`src/rtl/blkxfer_pkg.sv`:
```
package blkxfer_pkg;
  // {up, pre} encoding of the four addressing modes
  typedef enum logic [1:0] {
    MODE_DN_POST = 2'b00,
    MODE_DN_PRE  = 2'b01,
    MODE_UP_POST = 2'b10,
    MODE_UP_PRE  = 2'b11
  } xfer_mode_e;

  typedef enum logic {
    ST_IDLE = 1'b0,
    ST_RUN  = 1'b1
  } seq_state_e;
endpackage

```
`src/rtl/blkxfer_count.sv`:
```
module blkxfer_count #(
  parameter int NREG  = 16,
  parameter int CNT_W = $clog2(NREG + 1)
) (
  input  logic [NREG-1:0]  mask,
  output logic [CNT_W-1:0] count
);
  always_comb begin
    count = '0;
    for (int i = 0; i < NREG; i++) begin
      count = count + CNT_W'(mask[i]);
    end
  end
endmodule

```
`src/rtl/blkxfer_span.sv`:
```
module blkxfer_span
  import blkxfer_pkg::*;
#(
  parameter int ADDR_W     = 32,
  parameter int CNT_W      = 5,
  parameter int WORD_BYTES = 4
) (
  input  logic [ADDR_W-1:0] base,
  input  logic [CNT_W-1:0]  count,
  input  xfer_mode_e        mode,
  output logic [ADDR_W-1:0] first_addr,
  output logic [ADDR_W-1:0] final_base
);
  localparam int SHIFT = $clog2(WORD_BYTES);
  localparam logic [ADDR_W-1:0] STEP = ADDR_W'(WORD_BYTES);
  localparam logic [ADDR_W-1:0] ALIGN_MASK = ~(ADDR_W'(WORD_BYTES) - ADDR_W'(1));

  logic [ADDR_W-1:0] span;
  logic [ADDR_W-1:0] raw_first;

  assign span = ADDR_W'(count) << SHIFT;

  always_comb begin
    unique case (mode)
      MODE_UP_POST: raw_first = base;
      MODE_UP_PRE:  raw_first = base + STEP;
      MODE_DN_POST: raw_first = base - span + STEP;
      default:      raw_first = base - span;
    endcase
  end

  assign first_addr = raw_first & ALIGN_MASK;
  assign final_base = mode[1] ? (base + span) : (base - span);
endmodule

```
`src/rtl/blkxfer_pick.sv`:
```
module blkxfer_pick #(
  parameter int NREG  = 16,
  parameter int IDX_W = $clog2(NREG)
) (
  input  logic              clk,
  input  logic              rst_n,
  input  logic [NREG-1:0]   mask,
  output logic [IDX_W-1:0]  idx,
  output logic              single,
  output logic [NREG-1:0]   mask_rest
);
  logic [NREG-1:0] lowest;

  assign lowest    = mask & (~mask + NREG'(1));
  assign mask_rest = mask & ~lowest;
  assign single    = (mask != '0) && (mask_rest == '0);

  always_comb begin
    idx = '0;
    for (int i = NREG - 1; i >= 0; i--) begin
      if (mask[i]) idx = IDX_W'(i);
    end
  end

  // the chosen index is always a selected register
  a_r2_pick_selected: assert property (@(posedge clk) disable iff (!rst_n)
    (mask != '0) |-> mask[idx]);
endmodule

```
`src/rtl/blkxfer_seq.sv`:
```
module blkxfer_seq
  import blkxfer_pkg::*;
#(
  parameter int ADDR_W     = 32,
  parameter int NREG       = 16,
  parameter int WORD_BYTES = 4
) (
  input  logic                     clk,
  input  logic                     rst_n,
  input  logic                     cmd_valid,
  output logic                     cmd_ready,
  input  logic [ADDR_W-1:0]        cmd_base,
  input  logic [NREG-1:0]          cmd_list,
  input  logic                     cmd_up,
  input  logic                     cmd_pre,
  input  logic                     cmd_wb,
  input  logic                     cmd_load,
  output logic                     beat_valid,
  input  logic                     beat_ready,
  output logic [ADDR_W-1:0]        beat_addr,
  output logic [$clog2(NREG)-1:0]  beat_reg,
  output logic                     beat_last,
  output logic                     beat_load,
  output logic                     seq_done,
  output logic                     done_wb,
  output logic [ADDR_W-1:0]        done_base,
  output logic                     list_err
);
  localparam int IDX_W = $clog2(NREG);
  localparam int CNT_W = $clog2(NREG + 1);
  localparam logic [ADDR_W-1:0] STEP = ADDR_W'(WORD_BYTES);

  seq_state_e        state_q;
  logic [NREG-1:0]   mask_q;
  logic [ADDR_W-1:0] addr_q;
  logic [ADDR_W-1:0] wbval_q;
  logic              load_q, wb_q, done_q, err_q;

  logic [CNT_W-1:0]  cmd_count;
  logic [ADDR_W-1:0] cmd_first, cmd_final;
  logic [IDX_W-1:0]  cur_idx;
  logic              cur_single;
  logic [NREG-1:0]   mask_rest;
  logic              cmd_fire, beat_fire;

  blkxfer_count #(.NREG(NREG), .CNT_W(CNT_W)) u_count (
    .mask  (cmd_list),
    .count (cmd_count)
  );

  blkxfer_span #(.ADDR_W(ADDR_W), .CNT_W(CNT_W), .WORD_BYTES(WORD_BYTES)) u_span (
    .base       (cmd_base),
    .count      (cmd_count),
    .mode       (xfer_mode_e'({cmd_up, cmd_pre})),
    .first_addr (cmd_first),
    .final_base (cmd_final)
  );

  blkxfer_pick #(.NREG(NREG), .IDX_W(IDX_W)) u_pick (
    .clk       (clk),
    .rst_n     (rst_n),
    .mask      (mask_q),
    .idx       (cur_idx),
    .single    (cur_single),
    .mask_rest (mask_rest)
  );

  assign cmd_ready = (state_q == ST_IDLE);
  assign cmd_fire  = cmd_valid && cmd_ready;
  assign beat_fire = beat_valid && beat_ready;

  always_ff @(posedge clk) begin
    if (!rst_n) begin
      state_q <= ST_IDLE;
      mask_q  <= '0;
      addr_q  <= '0;
      wbval_q <= '0;
      load_q  <= 1'b0;
      wb_q    <= 1'b0;
      done_q  <= 1'b0;
      err_q   <= 1'b0;
    end else begin
      done_q <= 1'b0;
      err_q  <= 1'b0;
      if (cmd_fire) begin
        if (cmd_count == '0) begin
          err_q <= 1'b1;
        end else begin
          state_q <= ST_RUN;
          mask_q  <= cmd_list;
          addr_q  <= cmd_first;
          wbval_q <= cmd_final;
          load_q  <= cmd_load;
          wb_q    <= cmd_wb;
        end
      end else if (beat_fire) begin
        mask_q <= mask_rest;
        addr_q <= addr_q + STEP;
        if (cur_single) begin
          state_q <= ST_IDLE;
          done_q  <= 1'b1;
        end
      end
    end
  end

  assign beat_valid = (state_q == ST_RUN);
  assign beat_addr  = addr_q;
  assign beat_reg   = cur_idx;
  assign beat_last  = cur_single;
  assign beat_load  = load_q;
  assign seq_done   = done_q;
  assign done_wb    = wb_q;
  assign done_base  = wbval_q;
  assign list_err   = err_q;

  // a stalled beat holds still
  a_r5_hold: assert property (@(posedge clk) disable iff (!rst_n)
    (beat_valid && !beat_ready) |=> (beat_valid && $stable(beat_addr) &&
      $stable(beat_reg) && $stable(beat_last) && $stable(beat_load)));

  // one word step per accepted beat
  a_r4_step: assert property (@(posedge clk) disable iff (!rst_n)
    (beat_fire && !beat_last) |=> (beat_valid && beat_addr == $past(beat_addr) + STEP));

  // word alignment
  a_r4_align: assert property (@(posedge clk) disable iff (!rst_n)
    beat_valid |-> (beat_addr[1:0] == 2'b00));

  // ascending register order
  a_r2_ascending: assert property (@(posedge clk) disable iff (!rst_n)
    (beat_fire && !beat_last) |=> (beat_reg > $past(beat_reg)));

  // completion pulse follows the final beat, then drops
  a_r7_done_after_last: assert property (@(posedge clk) disable iff (!rst_n)
    (beat_fire && beat_last) |=> (seq_done && !beat_valid));
  a_r7_done_pulse: assert property (@(posedge clk) disable iff (!rst_n)
    seq_done |=> !seq_done);

  // an empty mask produces no beat
  a_r8_err_quiet: assert property (@(posedge clk) disable iff (!rst_n)
    list_err |-> (!beat_valid && !seq_done));

  // no command is taken while beats are pending
  a_r9_busy_block: assert property (@(posedge clk) disable iff (!rst_n)
    beat_valid |-> !cmd_ready);
endmodule

```
`config.mk`:
```
export PLATFORM = sky130hd
export DESIGN_NAME = blkxfer_seq
export DESIGN_NICKNAME = d
export VERILOG_FILES = /design/src/rtl/blkxfer_pkg.sv /design/src/rtl/blkxfer_count.sv /design/src/rtl/blkxfer_span.sv /design/src/rtl/blkxfer_pick.sv /design/src/rtl/blkxfer_seq.sv
export SDC_FILE = /design/constraint.sdc
export NUM_CORES = 1
export LEC_CHECK = 0
export BUFFER_PORTS_ARGS = -buffer_cell sky130_fd_sc_hd__buf_4
export CELL_PAD_IN_SITES_DETAIL_PLACEMENT = 0
export CELL_PAD_IN_SITES_GLOBAL_PLACEMENT = 1
export CORE_MARGIN = 2
export CORE_UTILIZATION = 42
export DETAILED_ROUTE_END_ITERATION = 10
export GPL_TIMING_DRIVEN = 0
export PLACE_DENSITY = 0.9
export SYNTH_ARGS = -nofsm -noshare
export SYNTH_HDL_FRONTEND = slang
export SYNTH_HIERARCHICAL = 1
export SYNTH_SLANG_ARGS = --single-unit
```
`constraint.sdc`:
```
create_clock -name clk -period 10.85 [get_ports clk]
set_input_delay 2.7125 -clock clk [delete_from_list [all_inputs] [get_ports clk]]
set_output_delay 2.7125 -clock clk [all_outputs]
set_load 0.03 [all_outputs]
```
== Word level (Yosys, flattened, before mapping) ==
Index checks and enable logic that the tools add are counted.

* Multiplexer cells: 30
* Equality and inequality tests: 3
* Reductions and logical operators: 14
* Add/sub/neg operators: 21
* Multipliers: 0
* Shifts and indexed selects: 0
* Bitwise gates (word level): 8
* $lt $le $gt $ge: 0
* Div/mod/pow operators: 0

{| class="wikitable"
|+ Operators by type and width
! operator !! count
|-
| two-way mux 32 bit || 4
|-
| adder 32 x 3 -> 32 bit, second input constant || 3
|-
| one-hot mux 32 bit (3 select lines) || 1
|-
| adder 5 x 1 -> 5 bit || 14
|-
| two-way mux 4 bit || 16
|-
| two-way mux 16 bit || 3
|-
| adder 32 x 7 -> 32 bit || 1
|-
| AND 16 bit || 2
|-
| NOT 16 bit || 2
|-
| subtractor 32 x 7 -> 32 bit || 1
|-
| adder 16 x 1 -> 16 bit, second input constant || 1
|-
| zero test 16 bit || 1
|-
| nonzero test 16 bit || 1
|-
| two-way mux 1 bit || 6
|-
| AND reduction 2 bit || 3
|-
| zero test 5 bit || 1
|-
| == test 2 bit, second input constant || 2
|-
| NOT 1 bit || 4
|-
| nonzero test 2 bit || 2
|-
| logical AND 1 bit || 3
|-
| AND reduction 3 bit || 1
|-
| OR reduction 3 bit || 1
|-
| adder 1 x 1 -> 2 bit || 1
|-
| zero test 2 bit || 1
|-
| != test 2 bit, second input constant || 1
|}

* Output and inout bits: 75
* ROM bits: 0
* Input port bits: 56
* Word-level logic and storage cells: 84
* Memories kept: 0
* Latch bits: 0
* Memory bits (writable): 0
* Flip-flop bits (word level): 85

== Depth between registers and ports, before layout ==
Gate-level depths: netlist of the first run.

* Depth after elaboration: 20
* Gate-level depth with buffers: 30
* Depth with buffers taken out: 27

== Hierarchy ==
The synthesis of the first run kept the hierarchy.

{| class="wikitable"
|+ By module, submodules not included
! module !! area an instance (µm²) !! cells an instance !! sequential area each (µm²) !! times used
|-
| blkxfer_seq || 4,000.1 || 530 || 1,701.6 || 1
|-
| blkxfer_span || 3,741.1 || 578 || 0.0 || 1
|-
| blkxfer_count || 474.2 || 53 || 0.0 || 1
|-
| blkxfer_pick || 450.4 || 74 || 0.0 || 1
|}

== Worst setup path before layout of the first run ==
OpenSTA, ideal clock, no wires.

* Path type: input -> register
* Start point: input port cmd_list[0]
* End point: register addr_q[23] (netlist: beat_addr[23])
* Required time: 10,759 ps
* Library setup time: 91 ps
* Arrival time: 9,089 ps
* Path buffers: 2
* Cell stages on the path: 27
* Path slack: 1,670 ps
* Path through: fa_1 > ha_1 > inv_1 > fa_1 > fa_1 > fa_1 > fa_1 > fa_1 > inv_1 > a21oi_1 > o21bai_1 > inv_1 > ha_1 > clkbuf_1 > nand2_1 > a211oi_2 > nor2_1 > xnor2_1 > nor3_1 > and3_1 > buf_6 > nand2_1 > xor2_1 > o221ai_1 > nor2_1 > a311o_1 > a311oi_1

* Word-level cells in the longest chain between the ends: 20
* Elaborated cells on any way between the ends: 23
* Classes of those cells: 17 x add/sub; 1 x eq/ne; 3 x mux; 2 x reduce/logical

{| class="wikitable"
|+ RTL lines
! element !! RTL line !! text
|-
| from (decl) || blkxfer_seq.sv:13 || <nowiki>input logic [NREG-1:0] cmd_list,</nowiki>
|-
| adder 1 x 1 -> 2 bit (*) || blkxfer_count.sv:11 || <nowiki>count = count + CNT_W'(mask[i]);</nowiki>
|-
| adder 5 x 1 -> 5 bit (*) (14 in a row) || blkxfer_count.sv:11 ||
|-
| via cmd_count[4] || blkxfer_seq.sv:39 || <nowiki>logic [CNT_W-1:0] cmd_count;</nowiki>
|-
| subtractor 32 x 7 -> 32 bit (*) || blkxfer_span.sv:27, blkxfer_span.sv:28 ||
|-
| adder 32 x 3 -> 32 bit || blkxfer_span.sv:27 || <nowiki>MODE_DN_POST: raw_first = base - span + STEP;</nowiki>
|-
| one-hot mux 32 bit (3 select lines) (*) || blkxfer_span.sv:24 || <nowiki>unique case (mode)</nowiki>
|-
| via cmd_first[23] || blkxfer_seq.sv:40 || <nowiki>logic [ADDR_W-1:0] cmd_first, cmd_final;</nowiki>
|-
| two-way mux 32 bit (*) || blkxfer_seq.sv:86 || <nowiki>if (cmd_count == '0) begin</nowiki>
|-
| two-way mux 32 bit (*) || blkxfer_seq.sv:85 || <nowiki>if (cmd_fire) begin</nowiki>
|-
| to (signal assigned) || blkxfer_seq.sv:91 || <nowiki>addr_q <= cmd_first;</nowiki>
|-
| to (signal assigned) || blkxfer_seq.sv:98 || <nowiki>addr_q <= addr_q + STEP;</nowiki>
|-
| to (decl) || blkxfer_seq.sv:35 || <nowiki>logic [ADDR_W-1:0] addr_q;</nowiki>
|}

Mark *: on every way through the listed nets, which the timed path passes. The rest lies on a longest branch. The select of a mux whose other input is x is not followed.
A chain may end at the register's enable or synchronous reset.

== Worst setup path in the final report of the first run ==
Same ends and word-level chain as after synthesis.

==> results.json, run 1 <==
{
  "power.leakage_nw": 3.92,
  "grt_pass1_wl_um": 49300,
  "routedWlPerCell_um": 19.1,
  "row_count": 52,
  "combPwrFrac": 0.658,
  "initial_utilization": 0.428,
  "ant_nets": 0,
  "grt_antenna_before_repair": 0,
  "slew_headroom": 0.309,
  "die_area_um2": 21800,
  "hold_class": "reg2reg",
  "swShare": 0.527,
  "syn2layout_area_growth_pct": 17.7,
  "report.final.slew_viol_count": 0,
  "ios": 131,
  "grt_max_degree": 16,
  "drcViolationCount": 0,
  "tns_ns": 0,
  "place.gp.congestion": 0.991,
  "avgSynthCellArea_um2": 7.02,
  "ctsHoldBuffers": 0,
  "cts_sinks": 85,
  "grt_pass1_vias": 9043,
  "dr_wl_met3_um": 2410,
  "grtUsageTotal": 0.284,
  "outcome": "complete, no violations",
  "seq_area_frac_synth": 0.196,
  "cts_root_buf": "clkbuf_16",
  "postSynth.asyncResetShare": 0,
  "hold_violations": 0,
  "synth_top_cell_by_area": "dfxtp_1",
  "slowest_stage": "nor3_1",
  "post_cts_buffers": 0,
  "fin_crit_sh": 0.952,
  "htree_levels": 3,
  "setup_viol": 0,
  "synth_warnings": 6,
  "synth_top_area_frac": 0.196,
  "synth_edf_count": 0,
  "p_seq_frac": 0.210,
  "overflow": 0,
  "dp_hpwl_um": 24100,
  "cp.required_ns": 11.12,
  "die_h_um": 148,
  "switchingPower_mw": 1.30,
  "wl_met2_um": 13900,
  "vias": 9798,
  "clk_latency_ns": 0.36,
  "worst_slack_ns": 0.516,
  "clkPwrFrac": 0.131,
  "cts_resized": 0,
  "max_freq_ghz": 0.0968,
  "synth_seq_cells": 85,
  "firstDrtPassIters": 5,
  "worstSetupPathType": "in2reg",
  "routed_wl_um": 31400,
  "dr.max_layer_used": "met4",
  "final_nets": 1459,
  "cap_violations": 0,
  "cts_made_buffers": 9,
  "cts_tree": "built",
  "max_stage_delay_ns": 0.87,
  "clk_pin_slew_ns": 0.07,
  "n_antenna_cell": 0,
  "worstMarginPinSlew_ns": 1.03,
  "p_int_mw": 1.17,
  "dpl_worst_slack_ns": 0.272,
  "netlist_area_um2": 8670,
  "hold_ws_ns": 0.455,
  "grt_setup_unrepaired": "no",
  "synth_area_leaders": "dfxtp_1 (20%), nand2_1 (9.2%), a21oi_1 (6.3%)",
  "peakVddDrop_mv": 0.133,
  "clockBufferDepth": 2,
  "skew_ns": 0.00526,
  "critPathMostFrequentCell": "fa_1",
  "synth_cell_types": 83,
  "drt-initial-drc-count": 1024,
  "netlist_instances": 1235,
  "fp.coreArea_um2": 20200,
  "arrival_ns": 10.61,
  "wl_met1_um": 13900,
  "fin_util": 0.504,
  "synth-main-ff-cell": "dfxtp_1",
  "die_width_um": 148,
  "critPathLaunchType": "input pin",
  "final_cell_mix": "nand2_1 (213), buf_4 (124), a21oi_1 (109), nor2_1 (97), dfxtp_1 (85)",
  "p_per_area_nw_per_um2": 241,
  "cp_max_fo": 8,
  "min_period_ns": 10.33,
  "port_buffers": 119,
  "final_common_cell": "nand2_1",
  "finalPower_mw": 2.46,
  "layout-drive-gt1-share": 0.146,
  "end_kind": "register",
  "viasPerCell": 5.97
}
[worst paths after layout]
check	endpoint	slack, ns	depth (start not counted)	startpoint
hold / removal	done_base[27]$_SDFFE_PN0P_	0.46	2	done_base[27]$_SDFFE_PN0P_
hold reg to reg	done_base[27]$_SDFFE_PN0P_	0.46	2	done_base[27]$_SDFFE_PN0P_
setup reg to reg	beat_valid$_SDFFE_PN0P_	7.62	8	mask_q[3]$_SDFFE_PN0P_
setup / recovery	beat_addr[23]$_SDFFE_PN0P_	0.52	28	cmd_list[0]
[cell type report]
type	instances	area (um2)
clock buffers	11	253
plain buffers	95	513
repair buffers	119	893
multi-input cells	1001	6250
fillers	2093	10000
well taps	270	338
flip-flops and latches	85	1700
clock inverters	5	42.5
inverters	55	206
[power groups by stage]
stage | sequential, mW | combinational [mW] | clock, mW
2_1_floorplan | 0.622 | 1.02 | 0
3_3_place_gp | 0.521 | 1.57 | 0
3_5_place_dp | 0.523 | 1.59 | 0
4_1_cts | 0.516 | 1.60 | 0.326
5_1_grt | 0.534 | 1.76 | 0.341
6_report | 0.518 | 1.62 | 0.324
[sequential cells by signal, indices dropped and copies added (netlist names)]
name        count
beat_load       1
beat_addr      32
mask_q         16
done_wb         1
beat_valid      1
seq_done        1
list_err        1
done_base      32
[synth_stat cells, types with 5 or more instances]
library cell	count
a21o_1	20
a21oi_1	109
a22oi_1	8
a311oi_1	20
a31oi_1	13
a41oi_1	6
and2_1	10
and3_1	9
and4_1	6
buf_1	11
buf_4	5
clkbuf_1	61
clkbuf_8	11
dfxtp_1	85
fa_1	13
ha_1	24
inv_1	55
mux2i_1	10
nand2_1	213
nand2b_1	9
nand3_1	41
nand4_1	32
nor2_1	97
nor3_1	33
nor4_1	16
nor4_2	5
o211ai_1	8
o21a_1	9
o21ai_0	53
o21bai_1	5
o221ai_1	8
o22ai_1	16
o31ai_1	6
o32ai_1	5
or2_2	10
or3_1	11
or4_1	5
xnor2_1	46
xor2_1	36
[critical path, delay by kind of cell]
family	cells	cell delay, ns
fa+ha+maj	8	3.29
simple gates	6	1.58
buf+inv	6	0.76
compound gates	6	1.90
xor+xnor	2	0.36
[per-layer routing]
layer / GRT usage / up-vias
met4: 0.124 / 0
met1: 0.391 / 4600
li1: - / 4677
met3: 0.0352 / 69
met2: 0.445 / 452
met5: 0 / -
[per-stage QoR]
stage	area [um2]	cells
floorplan	8670	1236
detailed placement	9900	1625
finish	10200	1641
global placement	9900	1625
global route	10200	1641
CTS	10200	1641
[kinds of logic (layout without fill, tap and decap cells)]
| group | count (synthesis) | count (layout) | synth area share |
|---|---|---|---|
| AND/OR/NAND/NOR | 531 | 531 | 0.304 |
| AO/OA/AOI/OAI | 332 | 332 | 0.249 |
| buffers and inverters | 150 | 285 | 0.0830 |
| flip-flops | 85 | 85 | 0.196 |
| XOR/XNOR | 82 | 82 | 0.0829 |
| adder cells (fa/ha/maj) | 40 | 40 | 0.0683 |
| multiplexers | 13 | 13 | 0.0154 |
| other | 2 | 3 | 0.000867 |
Note: power is estimated with default switching activity, not from simulation.
==> run 2: changes to the inputs <==
--- a/config.mk
+++ b/config.mk
@@ -13,6 +13,7 @@
 export DETAILED_ROUTE_END_ITERATION = 10
 export GPL_TIMING_DRIVEN = 0
 export PLACE_DENSITY = 0.9
+export RECOVER_POWER = 50
 export SYNTH_ARGS = -nofsm -noshare
 export SYNTH_HDL_FRONTEND = slang
 export SYNTH_HIERARCHICAL = 1
==> run 2 against run 1 <==
Total power down 3.0%. Design area shrank 2.9%. Maximum frequency up 0.76%. Sequential power barely moved.
==> results.json, run 2 (synthesis gave the netlist of run 1 again) <==
{
  "p_int_mw": 1.10,
  "multi_input_area_um2": 6240,
  "final_nets": 1459,
  "overflow": 0,
  "min_period_ns": 10.26,
  "placed_cells": 1625,
  "combPwrFrac": 0.648,
  "drcViolationCount": 0,
  "arrival_ns": 10.53,
  "end_kind": "register",
  "ctsHoldBuffers": 0,
  "routed_wl_um": 31600,
  "dp_hpwl_um": 24100,
  "cp_max_fo": 8,
  "fillers": 2184,
  "clockBufferDepth": 2,
  "cts_resized": 0,
  "grt_setup_unrepaired": "no",
  "worst_slack_ns": 0.595,
  "cts_sinks": 85,
  "dpl_worst_slack_ns": 0.272,
  "die_width_um": 148,
  "final_cell_mix": "nand2_1 (213), clkbuf_1 (139), a21oi_1 (109), nor2_1 (97), dfxtp_1 (85)",
  "n_antenna_cell": 0,
  "met2_usage": 0.445,
  "drt-initial-drc-count": 1069,
  "fp.coreArea_um2": 20200,
  "worstMarginPinSlew_ns": 0.994,
  "tns_ns": 0,
  "initial_utilization": 0.428,
  "ant_nets": 0,
  "top_usage_layer": "met2",
  "fin_cells": 1641,
  "grt_pass1_vias": 9043,
  "slew_headroom": 0.332,
  "fin_util": 0.489,
  "critPathLaunchType": "input pin",
  "grt_pass1_wl_um": 49300,
  "viasPerCell": 6.02,
  "skew_ns": 0.00693,
  "swShare": 0.541,
  "cts_root_buf": "clkbuf_16",
  "hold_ws_ns": 0.454,
  "die_h_um": 148,
  "cp.required_ns": 11.13,
  "critPathMostFrequentCell": "fa_1",
  "setup_viol": 0,
  "p_per_area_nw_per_um2": 241,
  "ios": 131,
  "layout-drive-gt1-share": 0.0890,
  "hold_violations": 0,
  "peakVddDrop_mv": 0.131,
  "p_seq_frac": 0.216,
  "slowest_stage": "nor3_1",
  "cts_made_buffers": 9,
  "grt_use_met1": 0.391,
  "vias": 9872,
  "final_common_cell": "nand2_1",
  "grt.met3_usage": 0.0352,
  "outcome": "complete, no violations",
  "grt_antenna_before_repair": 0,
  "cap_violations": 0,
  "regArea_um2": 1700,
  "grtUsageTotal": 0.284,
  "worstSetupPathType": "in2reg",
  "htree_levels": 3,
  "row_count": 52,
  "switchingPower_mw": 1.29,
  "max_stage_delay_ns": 0.84,
  "post_cts_buffers": 0,
  "clk_latency_ns": 0.36,
  "cts_tree": "built",
  "place.gp.congestion": 0.991,
  "routedWlPerCell_um": 19.2,
  "firstDrtPassIters": 5,
  "port_buffers": 119,
  "report.final.slew_viol_count": 0,
  "grt_max_degree": 16,
  "clkPwrFrac": 0.135,
  "clk_pin_slew_ns": 0.07,
  "power.leakage_nw": 3.60,
  "max_freq_ghz": 0.0975,
  "syn2layout_area_growth_pct": 14.3,
  "fin_crit_sh": 0.945,
  "die_area_um2": 21800,
  "hold_class": "reg2reg"
}
-- run 2: final timing paths --
check                        startpoint                         end  slack, ns  depth (start not counted)
min reg2reg  done_base[25]$_SDFFE_PN0P_  done_base[25]$_SDFFE_PN0P_       0.45                          2
min          done_base[25]$_SDFFE_PN0P_  done_base[25]$_SDFFE_PN0P_       0.45                          2
max reg2reg      mask_q[8]$_SDFFE_PN0P_     beat_valid$_SDFFE_PN0P_       7.46                          9
max                         cmd_list[0]  beat_addr[23]$_SDFFE_PN0P_       0.59                         28
-- run 2: cell type report --
type                       count  share of cell area
multi-input combinational   1001               0.630
buffer                        95              0.0517
clock inverter                 5             0.00430
timing repair buffer         119              0.0614
sequential                    85               0.172
clock buffer                  11              0.0255
tap                          270              0.0341
inverter                      55              0.0208
-- run 2: metrics by stage --
stage	power, mW	instance area [um2]
after CTS	2.44	10200
after floorplan	1.64	8670
after global routing	2.56	9900
after detailed placement	2.11	9900
final	2.39	9900
after global placement	2.09	9900
-- run 2: worst max-delay path, delay by kind of cell --
kind	cells	cell delay, ns
fa+ha+maj	8	3.31
compound gates	6	1.85
simple gates	6	1.55
buf+inv	6	0.74
xor+xnor	2	0.37
-- run 2: per-layer routing --
| layer | vias up | part of all wire |
|---|---|---|
| li1 | 4679 | - |
| met1 | 4646 | 0.44 |
| met2 | 474 | 0.44 |
| met3 | 73 | 0.084 |
| met4 | 0 | 0.039 |
| met5 | - | 0 |
-- run 2: power by group through the flow --
stage	Sequential [mW]	Clock [mW]	Combinational, mW
after floorplan	0.622	0	1.02
after global placement	0.521	0	1.57
after detailed placement	0.523	0	1.59
after CTS	0.516	0.326	1.60
after global routing	0.533	0.341	1.69
final	0.517	0.323	1.55
